<file path="config.mk">
export PLATFORM = sky130hd
export DESIGN_NAME = addr_match_trigger
export DESIGN_NICKNAME = d
export VERILOG_FILES = /design/src/rtl/amt_pkg.sv /design/src/rtl/amt_priv_sel.sv /design/src/rtl/amt_addr_cmp.sv /design/src/rtl/amt_ctx_cmp.sv /design/src/rtl/addr_match_trigger.sv
export SDC_FILE = /design/constraint.sdc
export NUM_CORES = 1
export LEC_CHECK = 0
export ABC_AREA = 0
export BUFFER_PORTS_ARGS = -buffer_cell sky130_fd_sc_hd__buf_2
export CORE_MARGIN = 3
export CORE_UTILIZATION = 44
export DETAILED_ROUTE_END_ITERATION = 10
export PLACE_DENSITY_LB_ADDON = 0.05
export SYNTH_ARGS = -nofsm -noshare
export SYNTH_HDL_FRONTEND = slang
export SYNTH_SLANG_ARGS = --single-unit
</file>
<file path="constraint.sdc">
create_clock -name clk -period 0.8 [get_ports clk]
set_input_delay 0.08 -clock clk [delete_from_list [all_inputs] [get_ports clk]]
set_output_delay 0.08 -clock clk [all_outputs]
set_load 0.01 [all_outputs]
</file>
<file path="src/rtl/amt_pkg.sv">
package amt_pkg;
    localparam int TYPE_LSB   = 28;
    localparam int SIZE_LSB   = 16;
    localparam int BIT_LOAD   = 0;
    localparam int BIT_STORE  = 1;
    localparam int BIT_EXEC   = 2;
    localparam int NV_BASE    = 3;
    localparam int VIRT_BASE  = 23;
    localparam logic [3:0] TYPE_LEGACY = 4'd2;
    localparam logic [3:0] TYPE_EXT    = 4'd6;

    typedef enum logic [1:0] {PRIV_U = 2'd0, PRIV_S = 2'd1, PRIV_R = 2'd2, PRIV_M = 2'd3} priv_e;

    function automatic logic size_legal(input logic [3:0] code);
        return (code <= 4'd3) || (code == 4'd5);
    endfunction

    function automatic logic size_fits(input logic [3:0] code, input logic [1:0] lg);
        case (code)
            4'd0:    return 1'b1;
            4'd1:    return lg == 2'd0;
            4'd2:    return lg == 2'd1;
            4'd3:    return lg == 2'd2;
            4'd5:    return lg == 2'd3;
            default: return 1'b0;
        endcase
    endfunction
endpackage

</file>
<file path="src/rtl/amt_priv_sel.sv">
module amt_priv_sel
    import amt_pkg::*;
#(
    parameter int XLEN = 32
) (
    input  logic [XLEN-1:0] ctl_word,
    input  logic [1:0]      priv_lvl,
    input  logic            virt_on,
    output logic            priv_ok
);
    logic [3:0] ttype;
    logic [4:0] idx;
    logic       is_leg, is_ext;

    always_comb begin
        ttype  = ctl_word[TYPE_LSB+3:TYPE_LSB];
        is_leg = (ttype == TYPE_LEGACY);
        is_ext = (ttype == TYPE_EXT);
        idx    = (is_ext && virt_on) ? 5'(VIRT_BASE) : 5'(NV_BASE);
        idx    = idx + {3'b000, priv_lvl};
        priv_ok = 1'b0;
        if (is_ext)
            priv_ok = ctl_word[idx];
        else if (is_leg && !virt_on)
            priv_ok = ctl_word[idx];
    end

    // legacy type never enabled with virtualization on
    always_comb begin
        p_leg_no_virt_r3: assert (!(is_leg && virt_on && priv_ok));
    end
endmodule

</file>
<file path="src/rtl/amt_addr_cmp.sv">
module amt_addr_cmp
    import amt_pkg::*;
#(
    parameter int XLEN = 32
) (
    input  logic [XLEN-1:0] ctl_word,
    input  logic [XLEN-1:0] cmp_addr,
    input  logic            fetch_valid,
    input  logic [XLEN-1:0] fetch_pc,
    input  logic            acc_valid,
    input  logic            acc_store,
    input  logic [1:0]      acc_size,
    input  logic [XLEN-1:0] acc_addr,
    output logic            exec_m,
    output logic            acc_m
);
    logic [3:0] scode;
    logic       legal, dir_ok;

    always_comb begin
        scode  = ctl_word[SIZE_LSB+3:SIZE_LSB];
        legal  = size_legal(scode);
        dir_ok = acc_store ? ctl_word[BIT_STORE] : ctl_word[BIT_LOAD];
        exec_m = legal && ctl_word[BIT_EXEC] && fetch_valid && (fetch_pc == cmp_addr);
        acc_m  = legal && acc_valid && dir_ok && (acc_addr == cmp_addr)
                 && size_fits(scode, acc_size);
    end

    // illegal size code blocks every match
    always_comb begin
        p_bad_size_r9: assert (size_legal(scode) || !(exec_m || acc_m));
    end
endmodule

</file>
<file path="src/rtl/amt_ctx_cmp.sv">
module amt_ctx_cmp #(
    parameter int CTX_W = 8
) (
    input  logic [CTX_W:0]   ctx_word,
    input  logic [CTX_W-1:0] mctx,
    output logic             ctx_ok
);
    always_comb begin
        ctx_ok = !ctx_word[0] || (ctx_word[CTX_W:1] == mctx);
    end

    // selected context must equal machine context
    always_comb begin
        p_ctx_eq_r10: assert (!(ctx_word[0] && ctx_ok) || (ctx_word[CTX_W:1] == mctx));
    end
endmodule

</file>
<file path="src/rtl/addr_match_trigger.sv">
module addr_match_trigger
    import amt_pkg::*;
#(
    parameter int XLEN  = 32,
    parameter int CTX_W = 8
) (
    input  logic             clk,
    input  logic             rst_n,
    input  logic             trig_en,
    input  logic [XLEN-1:0]  ctl_word,
    input  logic [XLEN-1:0]  cmp_addr,
    input  logic [1:0]       priv_lvl,
    input  logic             virt_on,
    input  logic             fetch_valid,
    input  logic [XLEN-1:0]  fetch_pc,
    input  logic             acc_valid,
    input  logic             acc_store,
    input  logic [1:0]       acc_size,
    input  logic [XLEN-1:0]  acc_addr,
    input  logic [CTX_W:0]   ctx_word,
    input  logic [CTX_W-1:0] mctx,
    output logic             hit_o,
    output logic [XLEN-1:0]  trap_addr_o
);
    typedef struct packed {
        logic            hit;
        logic [XLEN-1:0] trap;
    } state_t;

    state_t st_d, st_q;
    logic   priv_ok, exec_m, acc_m, ctx_ok, fire;

    amt_priv_sel #(.XLEN(XLEN)) u_priv (
        .ctl_word(ctl_word), .priv_lvl(priv_lvl), .virt_on(virt_on), .priv_ok(priv_ok)
    );

    amt_addr_cmp #(.XLEN(XLEN)) u_cmp (
        .ctl_word(ctl_word), .cmp_addr(cmp_addr),
        .fetch_valid(fetch_valid), .fetch_pc(fetch_pc),
        .acc_valid(acc_valid), .acc_store(acc_store), .acc_size(acc_size),
        .acc_addr(acc_addr), .exec_m(exec_m), .acc_m(acc_m)
    );

    amt_ctx_cmp #(.CTX_W(CTX_W)) u_ctx (
        .ctx_word(ctx_word), .mctx(mctx), .ctx_ok(ctx_ok)
    );

    always_comb begin
        st_d     = st_q;
        fire     = trig_en && priv_ok && ctx_ok && (exec_m || acc_m);
        st_d.hit = fire;
        if (fire)
            st_d.trap = exec_m ? fetch_pc : acc_addr;
    end

    always_ff @(posedge clk or negedge rst_n) begin
        if (!rst_n) st_q <= '0;
        else        st_q <= st_d;
    end

    assign hit_o       = st_q.hit;
    assign trap_addr_o = st_q.trap;

    // a hit needs the enable in the previous cycle
    p_en_gate_r2: assert property (@(posedge clk) disable iff (!rst_n)
        hit_o |-> $past(trig_en));
    // trap address holds between hits
    p_trap_hold_r11: assert property (@(posedge clk) disable iff (!rst_n)
        !hit_o |-> $stable(trap_addr_o));
    // execute hit reports the fetch PC
    p_exec_pc_r7: assert property (@(posedge clk) disable iff (!rst_n)
        (trig_en && priv_ok && ctx_ok && exec_m) |=> (hit_o && trap_addr_o == $past(fetch_pc)));
    // unknown types never hit
    p_bad_type_r6: assert property (@(posedge clk) disable iff (!rst_n)
        (ctl_word[TYPE_LSB+3:TYPE_LSB] != TYPE_LEGACY && ctl_word[TYPE_LSB+3:TYPE_LSB] != TYPE_EXT)
        |=> !hit_o);
endmodule

</file>
==> summary.md, run 1 <==
- 8 — critical-path maximum fanout
- 0 — count of final max-slew check failures
- 2.15 ns — Critical Path AT
- 0 — number of maximum-capacitance violations
- 5 — clock buffers created by TritonCTS
- 60.1% — share of layout cells above drive strength 1
- 3802 — vias in the first global route
- 0 — post-route antenna net violation count
- 0.518 GHz — maximum clock frequency
- 66 — Setup violations, final
- 33 — Yosys reg bits
- 26.5% — Seq/Total Area, Yosys
- 663 — count of non-filler cells in the finished layout
- 0.00463 sq mm — instance area after placement
- 76.5% — Core Util, Final
- 0 ns — post-route clock skew
- 18.7 um — average wire per cell in the routed design
- complete, but fails checks — run status
- sky130_fd_sc_hd__clkbuf_8 — Root Buffer Master
- 5.59 — routed via count divided by cell count
- 33 — CTS Sinks
- 1.02 ns — critical path data required time
- primary input — nature of the critical path startpoint
- 0 — Inserted Diodes
- 0 — number of remaining DRC errors
- 4.35 mW — post-layout total power
- 0 — initial antenna violation count
- -39.80 ns — Setup Total Neg Slack
- 0 — number of enable flip-flop cells after synthesis
- 72.5% — Max transition margin
- 5 — number of search-and-repair iterations in the first detailed-routing pass
- 0.906 — gpl congestion
- 0.00523 sq mm — final std cell area, no fill
- 0.708 mV — largest voltage drop on the vdd net
- 615 — number of placed instances, taps included
- 9220 um — post-DP HPWL
- 833 mW/mm^2 — power density over the cells
- 1.93 ns — final critical path time including I/O delays and setup
- 0.00683 sq mm — core outline area
- 0.121 ns — worst hold slack after final layout
- 296 — post-synthesis cell count
- 30.0% — global router's overall resource usage
- built — TritonCTS clock tree
- register — Worst setup EP type
- -1.13 ns — Setup WS post-layout
- 68.0% — Area Overhead vs Synth
- 30 — Cell Rows
- 19400 um — wire length of the first global-routing pass
- primary input to register — worst hold path type
- 2 — maximum buffer depth of the clock tree
- 0.00812 sq mm — area enclosed by the die boundary
- 0 — number of warnings reported in the yosys synthesis log
- 40 — unique cell type count in the Yosys netlist
- 90.1 um — Die Ht
- 34 — maximum number of pins on one net before global-route repair
- 0 — total congestion overflow
- sky130_fd_sc_hd__dfrtp_1 — Primary FF master, synth
- 2 — H-tree depth
- yes — RSZ-0062 raised after global routing
- -1.55 ns — pre-CTS setup slack
- 513 — number of filler cells placed in the layout
- 45.5% — initial core utilization
- 453 — post-synth net total
- 178 — # port buffers
- 2.51 nW — Leak
- primary input to register — Setup CP Type
- 0.409 ns — Least-Margin Pin Slew
- 0.29 ns — Worst-Skew Late Latency
- 0.07 ns — post-CTS clock slew at the launch and capture registers of the worst setup and hold paths
- 12400 um — Total Wirelength
- 0 — total count of hold-check failures in the final report
- setup timing — failing checks
- 90.1 um — Chip Width
- 241% — final period utilization
- 0.00311 sq mm — Cell Area, Synth
- 189 — Boundary Pins
- 10.5 sq um — Post-Synthesis Mean Instance Area
- 192 — starting DRC count in detailed routing
- 100% — Synth async-reset ratio
- 3705 — vias post-DR
- 723 — net count of the finished layout
-- synthesized netlist by cell type (all sizes together), types with 3 or more instances --
| cell type | count | area, sq um |
|---|---|---|
| clkbuf | 17 | 63.8 |
| dfrtp | 33 | 826 |
| a2bb2oi | 32 | 468 |
| nor3 | 3 | 15.0 |
| nand4 | 13 | 81.3 |
| xor2 | 23 | 201 |
| and3 | 3 | 18.8 |
| nand2 | 4 | 15.0 |
| nand3 | 6 | 30.0 |
| nor2 | 4 | 15.0 |
| buf | 7 | 56.3 |
| xnor2 | 49 | 429 |
| mux4 | 4 | 90.1 |
| o31ai | 32 | 240 |
| nor4 | 8 | 56.3 |
| nand4b | 33 | 289 |
-- flip-flops by register name (all words and copies together), names as in the netlist --
name and count:
trap_addr_o 32, hit_o 1
-- routing by layer --
metal / track usage (%) / up-vias / wire, um
li1: - / 1703 / -
met1: 37.2 / 1771 / 4880
met2: 51.7 / 206 / 6190
met3: 6.86 / 25 / 1040
met4: 9.57 / 0 / 269
met5: 0 / - / 0
-- layout make-up --
cell class | count | area [sq um] | share of cell area [%]
Sequential cell | 33 | 826 | 15.8
Inverter | 2 | 22.5 | 0.431
Tap cell | 96 | 120 | 2.30
Clock buffer | 6 | 72.6 | 1.39
Timing Repair Buffer | 287 | 1960 | 37.6
Multi-Input combinational cell | 237 | 2210 | 42.3
Clock inverter | 2 | 10.0 | 0.192
-- repair_timing --
action	4_1_cts	5_1_grt
resized for setup	20	8
pin swaps	5	1
gates cloned	4	0
endpoints found under the hold margin	33	0
buffers inserted	31	4
setup endpoints to repair	66	66
hold buffers	1	0
-- cells by family (layout without fill, tap and decap cells) --
family / Yosys count / count (layout) / synth area share, %
AND/OR/NAND/NOR: 83 / 83 / 19.3
buffers and inverters: 26 / 297 / 4.10
XOR/XNOR: 72 / 72 / 20.3
flip-flops: 33 / 33 / 26.5
adder cells (fa/ha/maj): 1 / 1 / 0.402
AO/OA/AOI/OAI: 74 / 74 / 25.5
multiplexers: 7 / 7 / 3.90
-- layout by cell type (no fill, tap or decap), types with 3 or more instances in the layout --
master                        n
sky130_fd_sc_hd__a2bb2oi_2   32
sky130_fd_sc_hd__and3_1       3
sky130_fd_sc_hd__buf_12       8
sky130_fd_sc_hd__buf_2      170
sky130_fd_sc_hd__buf_4       94
sky130_fd_sc_hd__buf_6        9
sky130_fd_sc_hd__clkbuf_8     5
sky130_fd_sc_hd__dfrtp_1     33
sky130_fd_sc_hd__mux4_2       4
sky130_fd_sc_hd__nand2_1      4
sky130_fd_sc_hd__nand3_1      6
sky130_fd_sc_hd__nand4_1     13
sky130_fd_sc_hd__nand4b_1    33
sky130_fd_sc_hd__nor2_1       4
sky130_fd_sc_hd__nor4_1       6
sky130_fd_sc_hd__o31ai_1     32
sky130_fd_sc_hd__xnor2_1     49
sky130_fd_sc_hd__xor2_1      23
-- where the power goes --
part / switching (mW) / leakage, nW / internal (mW)
sequential: 0.0000000000934 / 0.461 / 1.67
clock: 0.652 / 0.0450 / 0.603
combinational: 0.641 / 2.01 / 0.791
total: 1.29 / 2.51 / 3.06
-- worst paths after layout --
kind	startpoint	endpoint	slack, ns	cells past startpoint
worst max-delay path	priv_lvl[0]	trap_addr_o[10]$_DFFE_PN0P_	-1.13	11
worst min-delay path	acc_addr[18]	trap_addr_o[18]$_DFFE_PN0P_	0.12	3
worst max register to register	trap_addr_o[22]$_DFFE_PN0P_	trap_addr_o[22]$_DFFE_PN0P_	-0.10	3
worst min register to register	trap_addr_o[7]$_DFFE_PN0P_	trap_addr_o[7]$_DFFE_PN0P_	0.56	1
max in group asynchronous	rst_n	trap_addr_o[6]$_DFFE_PN0P_	0.34	3
min in group asynchronous	rst_n	trap_addr_o[26]$_DFFE_PN0P_	0.27	3
-- critical path, stage by stage --
cell	delay, ns
sky130_fd_sc_hd__buf_8	0.10
sky130_fd_sc_hd__inv_4	0.05
sky130_fd_sc_hd__ha_4	0.21
sky130_fd_sc_hd__mux4_2	0.33
sky130_fd_sc_hd__nor2_1	0.04
sky130_fd_sc_hd__o311a_1	0.37
sky130_fd_sc_hd__nor4b_4	0.28
sky130_fd_sc_hd__a21boi_4	0.25
sky130_fd_sc_hd__buf_6	0.15
sky130_fd_sc_hd__buf_16	0.14
sky130_fd_sc_hd__a2bb2oi_2	0.13
Note: power is estimated with default switching activity, not from simulation.
==> inputs of run 2 (changes only) <==
--- a/config.mk
+++ b/config.mk
@@ -8,7 +8,7 @@
 export ABC_AREA = 0
 export BUFFER_PORTS_ARGS = -buffer_cell sky130_fd_sc_hd__buf_2
 export CORE_MARGIN = 3
-export CORE_UTILIZATION = 44
+export CORE_UTILIZATION = 48
 export DETAILED_ROUTE_END_ITERATION = 10
 export PLACE_DENSITY_LB_ADDON = 0.05
 export SYNTH_ARGS = -nofsm -noshare
==> constraint.sdc (replaced) <==
create_clock -name clk -period 2.5 [get_ports clk]
set_input_delay 0.25 -clock clk [delete_from_list [all_inputs] [get_ports clk]]
set_output_delay 0.25 -clock clk [all_outputs]
set_load 0.01 [all_outputs]
==> summary.md, run 2 (synthesized netlist as in run 1, its figures left out) <==
- finished clean — run status, was complete, but fails checks
- 0.751 ns — Least-Margin Pin Slew, was 0.409 ns
- 20 — critical-path maximum fanout, was 8
- 86.5 um — Die Ht, was 90.1 um
- 51.0% — initial core utilization, was 45.5%
- 0 — post-route antenna net violation count, unchanged
- 34 — maximum number of pins on one net before global-route repair, unchanged
- 35.3% — GR Layer Usage met1, was 37.2%
- 8410 um — post-DP HPWL, was 9220 um
- 27.3% — global router's overall resource usage, was 30.0%
- 1.43 mW — post-layout total power, was 4.35 mW
- 2.50 ns — Critical Path AT, was 2.15 ns
- 5.92 — routed via count divided by cell count, was 5.59
- 0 ns — Setup Total Neg Slack, was -39.80 ns
- 2.00 nW — Leak, was 2.51 nW
- 0 — # hold bufs at CTS, was 1
- 19.1 um — average wire per cell in the routed design, was 18.7 um
- 0 — buffers inserted by post-CTS timing repair, was 31
- 0 ns — post-route clock skew, unchanged
- 28 — Cell Rows, was 30
- 0 — number of maximum-capacitance violations, unchanged
- sky130_fd_sc_hd__buf_2 (178), sky130_fd_sc_hd__xnor2_1 (49), sky130_fd_sc_hd__nand4b_1 (33), sky130_fd_sc_hd__dfrtp_1 (33), sky130_fd_sc_hd__o31ai_1 (32) — most used cells in the layout excluding fill and tap cells, was sky130_fd_sc_hd__buf_2 (170), sky130_fd_sc_hd__buf_4 (94), sky130_fd_sc_hd__xnor2_1 (49), sky130_fd_sc_hd__nand4b_1 (33), sky130_fd_sc_hd__dfrtp_1 (33)
- 0 — initial antenna violation count, unchanged
- 0 — cts repair resizes, was 20
- 86.5 um — Chip Width, was 90.1 um
- 528 — number of filler cells placed in the layout, was 513
- 0.903 — gpl congestion, was 0.906
- 0 — Setup violations, final, was 66
- 3261 — vias post-DR, was 3705
- 213 — starting DRC count in detailed routing, was 192
- register — Worst setup EP type, unchanged
- 91.4% — final period utilization
- sky130_fd_sc_hd__clkbuf_8 — Root Buffer Master, unchanged
- 2.29 ns — final critical path time including I/O delays and setup
- built — TritonCTS clock tree, unchanged
- 0.438 GHz — maximum clock frequency
- 10500 um — Total Wirelength, was 12400 um
- 0.00430 sq mm — final std cell area, no fill, was 0.00523 sq mm
- no — RSZ-0062 raised after global routing, was yes
- 189 — Boundary Pins, unchanged
- 2 — maximum buffer depth of the clock tree, unchanged
- 0 — total congestion overflow, unchanged
- 0.00419 sq mm — instance area after placement, was 0.00463 sq mm
- 826 sq um — flip-flop and latch area, unchanged
- 51.1% — share of layout cells above drive strength 1, was 60.1%
- 2.71 ns — critical path data required time, was 1.02 ns
- primary input to register — Setup CP Type, unchanged
- 3235 — vias in the first global route, was 3802
- 47.3% — met2 demand-to-capacity share in global routing, was 51.7%
- primary input — nature of the critical path startpoint, unchanged
- 5 — number of search-and-repair iterations in the first detailed-routing pass, unchanged
- 333 mW/mm^2 — power density over the cells, was 833 mW/mm^2
- 5 — clock buffers created by TritonCTS, unchanged
- 632 — net count of the finished layout, was 723
- 33 — CTS Sinks, unchanged
- 2 — H-tree depth, unchanged
- primary input to asynchronous set/reset pin — worst hold path type, was primary input to register
- 0 — count of final max-slew check failures, unchanged
- 0.262 mV — largest voltage drop on the vdd net, was 0.708 mV
- 0.28 ns — Worst-Skew Late Latency, was 0.29 ns
- 5.04% — met3 Use GR, was 6.86%
- 0.00217 sq mm — area used by multi-input combinational logic, was 0.00221 sq mm
- 50.0% — Max transition margin, was 72.5%
- sky130_fd_sc_hd__buf_2 — most common cell after layout, fill and taps aside, unchanged
- met2 — routing layer with the top usage in global route, unchanged
- 0.07 ns — post-CTS clock slew at the launch and capture registers of the worst setup and hold paths, about the same
- 0.00748 sq mm — area enclosed by the die boundary, was 0.00812 sq mm
- 38.3% — Area Overhead vs Synth, was 68.0%
- 0.00610 sq mm — core outline area, was 0.00683 sq mm
- 32 — flip-flop count of the largest register after layout, unchanged
- 178 — # port buffers, unchanged
- 0 — Inserted Diodes, unchanged
- 0 — number of remaining DRC errors, unchanged
- 15900 um — wire length of the first global-routing pass, was 19400 um
- 0 — total count of hold-check failures in the final report, unchanged
-- run 2: cell types whose count changed in the layout (fill, tap and decap cells not counted), moves of 2 or more --
cell,change
sky130_fd_sc_hd__buf_4,-81
sky130_fd_sc_hd__buf_6,-9
sky130_fd_sc_hd__buf_2,+8
sky130_fd_sc_hd__buf_12,-3
sky130_fd_sc_hd__a2bb2oi_1,+2
sky130_fd_sc_hd__a2bb2oi_2,-2
sky130_fd_sc_hd__buf_16,-2
sky130_fd_sc_hd__bufbuf_16,-2
sky130_fd_sc_hd__clkinv_2,-2
sky130_fd_sc_hd__inv_1,+2
-- run 2: metal layers --
metal / wire length [um] / up-vias / share of wire, %
met2: 5310 / 154 / 51
met3: 774 / 11 / 7.4
met5: 0 / - / 0
li1: - / 1520 / -
met4: 128 / 0 / 1.2
met1: 4300 / 1576 / 41
-- run 2: where the power goes --
| group | leakage, nW | switching [mW] | total (mW) | internal (mW) |
|---|---|---|---|---|
| Sequential | 0.461 | 0.0000000000340 | 0.534 | 0.534 |
| Combinational | 1.48 | 0.178 | 0.374 | 0.196 |
| Clock | 0.0585 | 0.200 | 0.525 | 0.325 |
| Total | 2.00 | 0.378 | 1.43 | 1.06 |
-- run 2: critical path, cell delays in order --
cell                        delay (ns)
sky130_fd_sc_hd__buf_2            0.08
sky130_fd_sc_hd__inv_1            0.04
sky130_fd_sc_hd__ha_1             0.34
sky130_fd_sc_hd__mux4_2           0.35
sky130_fd_sc_hd__nor2_1           0.04
sky130_fd_sc_hd__o311a_1          0.38
sky130_fd_sc_hd__nor4b_4          0.31
sky130_fd_sc_hd__a21boi_4         0.31
sky130_fd_sc_hd__buf_12           0.22
sky130_fd_sc_hd__a2bb2oi_2        0.16
-- run 2: cell type report --
| type | instances | area share [%] |
|---|---|---|
| clock buffers | 7 | 2.01 |
| clock inverters | 1 | 0.698 |
| flip-flops and latches | 33 | 19.2 |
| repair buffers | 196 | 25.3 |
| multi-input cells | 237 | 50.5 |
| well taps | 75 | 2.18 |
| inverters | 2 | 0.174 |
-- run 2: path summary, 6_finish.rpt --
check	startpoint	endpoint	slack [ns]	depth (start not counted)
hold / removal	rst_n	trap_addr_o[28]$_DFFE_PN0P_	0.03	1
setup / recovery	priv_lvl[0]	trap_addr_o[20]$_DFFE_PN0P_	0.21	10
max in group asynchronous	rst_n	trap_addr_o[12]$_DFFE_PN0P_	1.99	1
min in group clk	ctl_word[19]	hit_o$_DFF_PN0_	0.28	4
setup reg to reg	trap_addr_o[6]$_DFFE_PN0P_	trap_addr_o[6]$_DFFE_PN0P_	1.80	1
hold reg to reg	trap_addr_o[0]$_DFFE_PN0P_	trap_addr_o[0]$_DFFE_PN0P_	0.52	1
-- run 2: stage by stage --
| stage | util, % | std cells | hold WS [ns] | worst slack (ns) |
|---|---|---|---|---|
| after global placement | 68.7 | 543 | 0.358 | 0.00503 |
| after global routing | 70.6 | 551 | 0.0815 | 0.131 |
| after CTS | 70.6 | 551 | 0.0489 | 0.223 |
| after detailed placement | 68.7 | 543 | 0.364 | -0.0730 |
| final | 70.6 | 551 | 0.0267 | 0.215 |
| after floorplan | - | 296 | -0.0456 | 0.0319 |
==> inputs of run 3 (changes only) <==
--- a/config.mk
+++ b/config.mk
@@ -8,7 +8,7 @@
 export ABC_AREA = 0
 export BUFFER_PORTS_ARGS = -buffer_cell sky130_fd_sc_hd__buf_2
 export CORE_MARGIN = 3
-export CORE_UTILIZATION = 48
+export CORE_UTILIZATION = 40
 export DETAILED_ROUTE_END_ITERATION = 10
 export PLACE_DENSITY_LB_ADDON = 0.05
 export SYNTH_ARGS = -nofsm -noshare
==> constraint.sdc (replaced) <==
create_clock -name clk -period 2 [get_ports clk]
set_input_delay 0.2 -clock clk [delete_from_list [all_inputs] [get_ports clk]]
set_output_delay 0.2 -clock clk [all_outputs]
set_load 0.01 [all_outputs]
==> summary.md, run 3 (synthesized netlist as in run 1, its figures left out) <==
- 2 — maximum buffer depth of the clock tree, unchanged
- 94.2 um — Die Ht, was 86.5 um
- sky130_fd_sc_hd__buf_2 — most common cell after layout, fill and taps aside, unchanged
- 668 — net count of the finished layout, was 632
- 32 — flip-flop count of the largest register after layout, unchanged
- 32 — Setup violations, final, was 0
- 103% — final period utilization
- 0 — total congestion overflow, unchanged
- 42.0% — initial core utilization, was 51.0%
- 0 — post-route antenna net violation count, unchanged
- complete, but fails checks — run status, was finished clean
- 0.765 ns — Least-Margin Pin Slew, was 0.751 ns
- 25.4% — global router's overall resource usage, was 27.3%
- 2.28 ns — Critical Path AT, was 2.50 ns
- 0 — initial antenna violation count, unchanged
- 0.28 ns — Worst-Skew Late Latency, about the same
- 0 — count of final max-slew check failures, unchanged
- 0.234 mV — largest voltage drop on the vdd net, was 0.262 mV
- primary input to register — worst hold path type, was primary input to asynchronous set/reset pin
- 1 — path depth of the worst reg2reg path, unchanged
- 9240 um — post-DP HPWL, was 8410 um
- 19.0 um — average wire per cell in the routed design, was 19.1 um
- 0 — number of maximum-capacitance violations, unchanged
- 178 — # port buffers, unchanged
- -0.0567 ns — Setup WS post-layout, was 0.215 ns
- 377 mW/mm^2 — power density over the cells, was 333 mW/mm^2
- primary input — nature of the critical path startpoint, unchanged
- 4 — number of search-and-repair iterations in the first detailed-routing pass, was 5
- 31 — Cell Rows, was 28
- 94.2 um — Chip Width, was 86.5 um
- 56.1% — share of layout cells above drive strength 1, was 51.1%
- 0 — Inserted Diodes, unchanged
- setup timing — failing checks
- buf_8 -> inv_4 -> ha_4 -> mux4_2 -> nor2_2 -> o311a_1 -> nor4b_4 -> a21boi_4 -> buf_4 -> buf_16 -> a2bb2oi_2 — worst-path cell chain, was buf_2 -> inv_1 -> ha_1 -> mux4_2 -> nor2_1 -> o311a_1 -> nor4b_4 -> a21boi_4 -> buf_12 -> a2bb2oi_2
- 11600 um — Total Wirelength, was 10500 um
- 0.00741 sq mm — core outline area, was 0.00610 sq mm
- 1.30 ns — setup slack on the worst flop-to-flop path, was 1.80 ns
- trap_addr_o[8]$_DFFE_PN0P_ — endpoint of the lowest-slack register-to-register path, was trap_addr_o[6]$_DFFE_PN0P_
- 0.00887 sq mm — area enclosed by the die boundary, was 0.00748 sq mm
- 2.22 ns — critical path data required time, was 2.71 ns
- register — Worst setup EP type, unchanged
- 5 — clock buffers created by TritonCTS, unchanged
- trap_addr_o[8]$_DFFE_PN0P_ — Crit Reg-Reg Startpoint, was trap_addr_o[6]$_DFFE_PN0P_
- 5.53 — routed via count divided by cell count, was 5.92
- yes — RSZ-0062 raised after global routing, was no
- trap_addr_o[9]$_DFFE_PN0P_ — WHS Endpoint
- 0.07 ns — post-CTS clock slew at the launch and capture registers of the worst setup and hold paths, about the same
- 2.20 nW — Leak, was 2.00 nW
- 0.38 ns — Largest stage delay, worst path, about the same
- 49.0% — Max transition margin, was 50.0%
- 0 ns — post-route clock skew, unchanged
- 0.486 GHz — maximum clock frequency
- 51.5% — Area Overhead vs Synth, was 38.3%
- sky130_fd_sc_hd__o311a_1 — slowest stage cell, crit path, unchanged
- 17300 um — wire length of the first global-routing pass, was 15900 um
- built — TritonCTS clock tree, unchanged
- 3381 — vias post-DR, was 3261
- primary input to register — Setup CP Type, unchanged
- sky130_fd_sc_hd__clkbuf_8 — Root Buffer Master, unchanged
- 2.06 ns — final critical path time including I/O delays and setup
- 1.78 mW — post-layout total power, was 1.43 mW
- 0 — number of remaining DRC errors, unchanged
- 8 — critical-path maximum fanout, was 20
- 3371 — vias in the first global route, was 3235
- 34 — maximum number of pins on one net before global-route repair, unchanged
- 189 — Boundary Pins, unchanged
- 2 — H-tree depth, unchanged
- 3 — number of stages on the worst hold path
- -1.25 ns — Setup Total Neg Slack, was 0 ns
- 209 — starting DRC count in detailed routing, was 213
- 33 — CTS Sinks, unchanged
- sky130_fd_sc_hd__buf_2 (176), sky130_fd_sc_hd__xnor2_1 (49), sky130_fd_sc_hd__buf_4 (45), sky130_fd_sc_hd__nand4b_1 (33), sky130_fd_sc_hd__dfrtp_1 (33) — most used cells in the layout excluding fill and tap cells, was sky130_fd_sc_hd__buf_2 (178), sky130_fd_sc_hd__xnor2_1 (49), sky130_fd_sc_hd__nand4b_1 (33), sky130_fd_sc_hd__dfrtp_1 (33), sky130_fd_sc_hd__o31ai_1 (32)
- 0.874 — gpl congestion, was 0.903
- 0 — total count of hold-check failures in the final report, unchanged
- acc_addr[9] — launch instance of the worst min-delay path
## run 3: timing repair
action	4_1_cts	5_1_grt
hold buffers	1	0
buffers inserted	3	1
pin swaps	3	2
gates resized for setup	10	5
endpoints found under the hold margin	9	0
setup endpoints to repair	33	32
cloned	2	0
## run 3: final cells by class
class / count / area [sq um]
fill: 665 / 2690
multi-input combinational: 237 / 2210
timing repair buffer: 232 / 1430
sequential: 33 / 826
tap: 99 / 124
clock buffer: 7 / 96.3
inverter: 2 / 22.5
clock inverter: 1 / 5.00
## run 3: power by group
part	total (mW)	internal, mW	switching, mW	leakage (nW)
combinational	0.544	0.291	0.253	1.68
clock	0.568	0.311	0.257	0.0542
sequential	0.667	0.667	0.0000000000471	0.461
## run 3: routing by layer
layer | part of all wire, % | vias to the layer above | GRT usage (%)
li1 | - | 1589 | -
met1 | 41 | 1608 | 35.0
met2 | 49 | 173 | 41.8
met3 | 8.8 | 11 | 4.01
met4 | 1.2 | 0 | 5.66
met5 | 0 | - | 0
## run 3: worst max-delay path: cells and delay by family
kind	cells	cell delay (ns)
adders and majority gates	1	0.21
and+or+nand+nor	2	0.30
buffers and inverters	4	0.46
muxes	1	0.34
AOI/OAI and AO/OA	3	0.77
## run 3: through the flow
stage,hold WS [ns],util [%],std cells,setup slack (ns),instance area [sq um]
final,0.242,63.6,611,-0.0567,4710
after global routing,0.259,63.6,611,-0.0979,4710
after CTS,0.238,63.4,610,-0.0360,4690
after detailed placement,0.309,60.0,596,-0.457,4450
after global placement,0.301,60.0,596,-0.408,4450
after floorplan,-0.0956,-,296,-0.281,3140
## run 3: worst max-delay path by stage
stage,slack [ns],start,end
finish,-0.06,priv_lvl[0],trap_addr_o[11]$_DFFE_PN0P_
global route,-0.1,priv_lvl[0],trap_addr_o[18]$_DFFE_PN0P_
CTS,-0.04,priv_lvl[0],trap_addr_o[19]$_DFFE_PN0P_
detailed placement,-0.46,priv_lvl[1],trap_addr_o[3]$_DFFE_PN0P_
global placement,-0.41,priv_lvl[1],trap_addr_o[31]$_DFFE_PN0P_
floorplan,-0.28,priv_lvl[1],trap_addr_o[0]$_DFFE_PN0P_
